**src/rtl/i2c_eeprom_slave.sv**
```systemverilog
module i2c_eeprom_slave #(
  parameter logic [6:0] DEV_ID = 7'h50,
  parameter int         AW     = 8
) (
  input  logic          clk,
  input  logic          rst_n,
  input  logic          scl_i,
  input  logic          sda_i,
  output logic          sda_oe,
  input  logic          pre_we,
  input  logic [AW-1:0] pre_addr,
  input  logic [7:0]    pre_data
);
  localparam int DEPTH = 1 << AW;

  typedef enum logic [2:0] {S_IDLE, S_DEV, S_ADDR, S_WDATA, S_RDATA} st_t;

  logic [2:0]    scl_q, sda_q;
  logic          scl_s, scl_p, sda_s, sda_p;
  logic          scl_rise, scl_fall, bus_start, bus_stop;
  logic [7:0]    mem [DEPTH];
  logic [AW-1:0] ptr;
  logic [7:0]    sr, tx, rd_byte;
  logic [3:0]    cnt;
  logic          nack, rw, oe, dev_hit, wr_en, addr_ld;
  st_t           st;

  always_ff @(posedge clk or negedge rst_n)
    if (!rst_n) begin
      scl_q <= '1;
      sda_q <= '1;
    end else begin
      scl_q <= {scl_q[1:0], scl_i};
      sda_q <= {sda_q[1:0], sda_i};
    end

  assign scl_s     = scl_q[1];
  assign scl_p     = scl_q[2];
  assign sda_s     = sda_q[1];
  assign sda_p     = sda_q[2];
  assign scl_rise  = scl_s & ~scl_p;
  assign scl_fall  = ~scl_s & scl_p;
  assign bus_start = scl_s & scl_p & sda_p & ~sda_s;
  assign bus_stop  = scl_s & scl_p & ~sda_p & sda_s;

  assign dev_hit = (sr[7:1] == DEV_ID);
  assign rd_byte = mem[ptr];
  assign wr_en   = scl_fall && (st == S_WDATA) && (cnt == 4'd8);
  assign addr_ld = scl_fall && (st == S_ADDR) && (cnt == 4'd8);
  assign sda_oe  = oe;

  always_ff @(posedge clk)
    if (pre_we)     mem[pre_addr] <= pre_data;
    else if (wr_en) mem[ptr]      <= sr;

  always_ff @(posedge clk or negedge rst_n)
    if (!rst_n) begin
      st   <= S_IDLE;
      cnt  <= '0;
      sr   <= '0;
      tx   <= '0;
      ptr  <= '0;
      oe   <= 1'b0;
      nack <= 1'b0;
      rw   <= 1'b0;
    end else if (bus_start) begin
      st  <= S_DEV;
      cnt <= '0;
      oe  <= 1'b0;
    end else if (bus_stop) begin
      st  <= S_IDLE;
      cnt <= '0;
      oe  <= 1'b0;
    end else if (st != S_IDLE) begin
      if (scl_rise) begin
        if (cnt < 4'd9)  cnt <= cnt + 4'd1;
        if (cnt < 4'd8)  sr  <= {sr[6:0], sda_s};
        if (cnt == 4'd8) nack <= sda_s;
      end else if (scl_fall) begin
        if (st == S_RDATA) begin
          if (cnt == 4'd9) begin
            if (nack) begin
              st <= S_IDLE;
              oe <= 1'b0;
            end else begin
              tx  <= rd_byte;
              ptr <= ptr + 1'b1;
              oe  <= ~rd_byte[7];
              cnt <= '0;
            end
          end else if (cnt == 4'd8) begin
            oe <= 1'b0;
          end else if (cnt != 4'd0) begin
            tx <= {tx[6:0], 1'b0};
            oe <= ~tx[6];
          end
        end else if (cnt == 4'd8) begin
          case (st)
            S_DEV:
              if (dev_hit) begin
                oe <= 1'b1;
                rw <= sr[0];
              end else begin
                st <= S_IDLE;
              end
            S_ADDR: begin
              ptr <= AW'(sr);
              oe  <= 1'b1;
            end
            S_WDATA: begin
              ptr <= ptr + 1'b1;
              oe  <= 1'b1;
            end
            default: ;
          endcase
        end else if (cnt == 4'd9) begin
          oe  <= 1'b0;
          cnt <= '0;
          if (st == S_DEV && rw) begin
            st  <= S_RDATA;
            tx  <= rd_byte;
            ptr <= ptr + 1'b1;
            oe  <= ~rd_byte[7];
          end else if (st == S_DEV) begin
            st <= S_ADDR;
          end else begin
            st <= S_WDATA;
          end
        end
      end
    end
endmodule

```
**config.mk**
```make
export PLATFORM = sky130hd
export DESIGN_NAME = i2c_eeprom_slave
export DESIGN_NICKNAME = d
export VERILOG_FILES = /design/src/rtl/i2c_eeprom_slave.sv
export SDC_FILE = /design/constraint.sdc
export NUM_CORES = 2
export LEC_CHECK = 0
export BUFFER_PORTS_ARGS = -buffer_cell sky130_fd_sc_hd__buf_4
export CAP_MARGIN = 5
export CORE_MARGIN = 1
export CORE_UTILIZATION = 55
export CTS_BUF_LIST = sky130_fd_sc_hd__clkbuf_8
export DETAILED_ROUTE_END_ITERATION = 7
export HOLD_SLACK_MARGIN = 0.02
export PLACE_DENSITY = 0.7
export SYNTH_ARGS = -nofsm -noshare
export SYNTH_HDL_FRONTEND = slang
export SYNTH_SLANG_ARGS = --single-unit
```
**constraint.sdc**
```tcl
create_clock -name clk -period 27.5 [get_ports clk]
set_input_delay 1.375 -clock clk [delete_from_list [all_inputs] [get_ports clk]]
set_output_delay 1.375 -clock clk [all_outputs]
set_load 0.005 [all_outputs]
```
==> results.txt <==
Largest family of logic cells by synthesized area = multiplexers
Register area = 62,500 um2
YS warnings = 0
Arr. time, crit path = 6.44 ns
# port buffers = 21
Top FF cell, synth = edfxtp_1
Hold Path Class = input pin to async pin
Peak supply drop = 0.0584 mV
Routed Antenna Nets = 0
Setup TNS = 0 ns
Synth Area in Compound Gates = 0.0350
Layout cell share with drive strength beyond 1 = 0.222
Routed Wire Length = 215,000 um
Failing checks = max-capacitance violations
Initial antenna violation count = 9
Clk pwr share = 0.409
Average size of a mapped cell = 20.5 um2
Initial DRT Pass Iterations = 6
DP HPWL = 126,000 um
CTS Hold Bufs = 0
Worst path required time = 28.38 ns
Via/cell ratio = 6.61
R2r endpoint = tx[2]
Fraction of the mapped netlist area in simple logic gates = 0.0314
R2R cell count = 10
Seq/Total Area, Yosys = 0.755
Reg-to-reg startpoint = ptr[0]
Slew at the pin closest to its max-slew limit = 1.47 ns
Resized Gates After CTS = 0
Io pins = 22
Startpoint Class = flop
Largest net degree at the start of global routing = 193
Pins Over Slew Limit = 0
Gr ovfl total = 0
CTS Sinks = 2,087
Mux cell area share after synthesis = 0.153
Post-CTS setup buffer count = 0
Gate power share = 0.015
Hold Vio Cnt, Final = 0
Most common cell after layout, fill and taps aside = edfxtp_1
Std-Cell Rows = 141
Vias = 43.0k
#FFs+latches synth = 2,087
Final Net Count = 4,278
Syn Inst Count = 4,036
Post-synth cell types = 85
Multi-input gate area = 18,400 um2
CTS H-tree lvls = 5
Final worst path period need = 5.56 ns
Drt wl/cell = 33.1 um
GP Congestion = 0.876
CORE AREA = 149,000 um2
Status = complete, but fails checks
Share of the synthesized area in the top cell type = 0.744
Fillers = 10.4k
LEAKAGE = 0.0278 uW
Adder-Cell Fraction of Synth Area = 0.00106
Synth Net Count = 4,064
Crit Path Class = flop to flop
Slew headroom = 0.00479
Die height = 390 um
Net switching power figure = 1280 uW
Max clock buf depth = 4
Pwr/cell area = 67.2 nW/um2
Unrepaired setup endpoints after global routing = false
Main area contributors after synthesis = edfxtp_1 (74%), mux4_2 (11%), mux2i_1 (2.3%)
Tcrit/Tclk final = 0.202
Mapped Area = 82,700 um2
Final WS setup = 21.94 ns
Overall Global Routing Usage = 0.286
Clk_lat worst skew = 1.06 ns
Post-synth ARST share = 0.0187
DRC Markers = 0
Fin area = 90,500 um2
Area grow syn2layout = 9.46%
Switching share of power = 0.211
Setup violators final = 0
Most frequent cells in the layout = edfxtp_1 (2,048), mux4_2 (405), clkbuf_8 (355)
R2R Setup Slk = 21.94 ns
Number of global-route vias before repair = 42.4k
Post-Place Cell Area = 84,400 um2
Die width = 390 um
Starting Density = 0.557
Number of buffers created by CTS = 342
Fmax = 180 MHz
Die Footprint = 152,000 um2
Max-Cap Viols = 1
Post-Synth XOR/XNOR Area = 0.000106
Place WS = 21.77 ns
Int Power = 4790 uW
Total power = 6080 uW
Worst-path clk slew = 0.06 ns
Crit end category = flop
Post-synth top area cell = edfxtp_1
Crit path max fanout = 104
1st-iter DRT viols = 6,087
Root buffer cell = clkbuf_8
EDFF count, synth = 2,048
Clock skew = 0.0836 ns
Power share of the sequential group = 0.576
First-pass GRT wire length = 306,000 um
CTS tree = yes
[kinds of logic after synthesis]
| family | after synthesis |
|---|---|
| muxes | 670 |
| xor gates and xnor gates | 1 |
| adders and majority gates | 7 |
| DFF | 2087 |
| and+or+nand+nor | 593 |
| AOI/OAI and AO/OA | 418 |
| buffers and inverters | 260 |
[flip-flops by register name (all words and copies together), names as in the netlist]
| signal | count |
|---|---|
| mem | 2048 |
| tx | 7 |
| rw | 1 |
| scl_q | 3 |
| sr | 8 |
| nack | 1 |
| sda_q | 3 |
| cnt | 4 |
| ptr | 8 |
| st | 3 |
| sda_oe | 1 |
[per-stage QoR]
stage / utilization / hold slack, ns / instances
floorplan: - / 0.345 / 4036
global placement: 0.568 / 0.351 / 5907
detailed placement: 0.568 / 0.347 / 5908
CTS: 0.609 / 0.274 / 6498
global route: 0.609 / 0.311 / 6499
finish: 0.609 / 0.325 / 6504
[cells in the mapped netlist, types with 35 or more instances]
library cell,n
a21oi_1,88
a22oi_1,80
buf_2,77
buf_6,35
clkbuf_1,61
edfxtp_1,2048
mux2i_1,194
mux4_1,55
mux4_2,405
nand2_1,139
nand3_1,45
nor2_1,305
o21ai_0,51
[power groups by stage]
stage	Combinational, uW	Sequential, uW	Clock (uW)
3_3_place_gp	84.3	3570	0
5_1_grt	93.4	3500	2640
2_1_floorplan	38.5	3580	0
3_5_place_dp	87.4	3570	0
4_1_cts	87.3	3500	2510
6_report	88.4	3500	2490
[worst max-delay path, stage by stage (launching register included)]
cell,delay (ns)
dfrtp_4,0.92
buf_12,0.65
buf_12,0.67
buf_12,0.67
mux4_2,0.59
a22oi_1,0.41
a21oi_1,0.18
a2111oi_0,0.57
o21ai_0,0.24
nand4_1,0.14
a31oi_1,0.09
[layout make-up]
cell class,count,share of cell area
sequential,2087,0.690
multi-input combinational,1689,0.203
timing repair buffer,113,0.0103
tap,2002,0.0277
clock buffer,355,0.0540
antenna,6,0.000166
clock inverter,235,0.0136
inverter,17,0.000760
[how the worst max path moves through the flow]
| stage | start | slack (ns) | to | cells after the start |
|---|---|---|---|---|
| final | ptr[0] | 21.94 | tx[2] | 10 |
| after global routing | ptr[0] | 21.48 | tx[2] | 10 |
| after CTS | ptr[0] | 21.96 | tx[2] | 10 |
| after detailed placement | pre_we | 21.77 | mem[108][7] | 6 |
| after global placement | pre_we | 21.41 | mem[64][1] | 6 |
| after floorplan | pre_we | 13.14 | mem[0][0] | 4 |
[per-layer routing]
layer | track usage | vias to the layer above | wire, um
li1 | - | 17300 | -
met1 | 0.399 | 22400 | 80900
met2 | 0.424 | 2881 | 97800
met3 | 0.0863 | 503 | 27400
met4 | 0.119 | 6 | 9160
met5 | 0 | - | 42
Note: power is estimated with default switching activity, not from simulation.
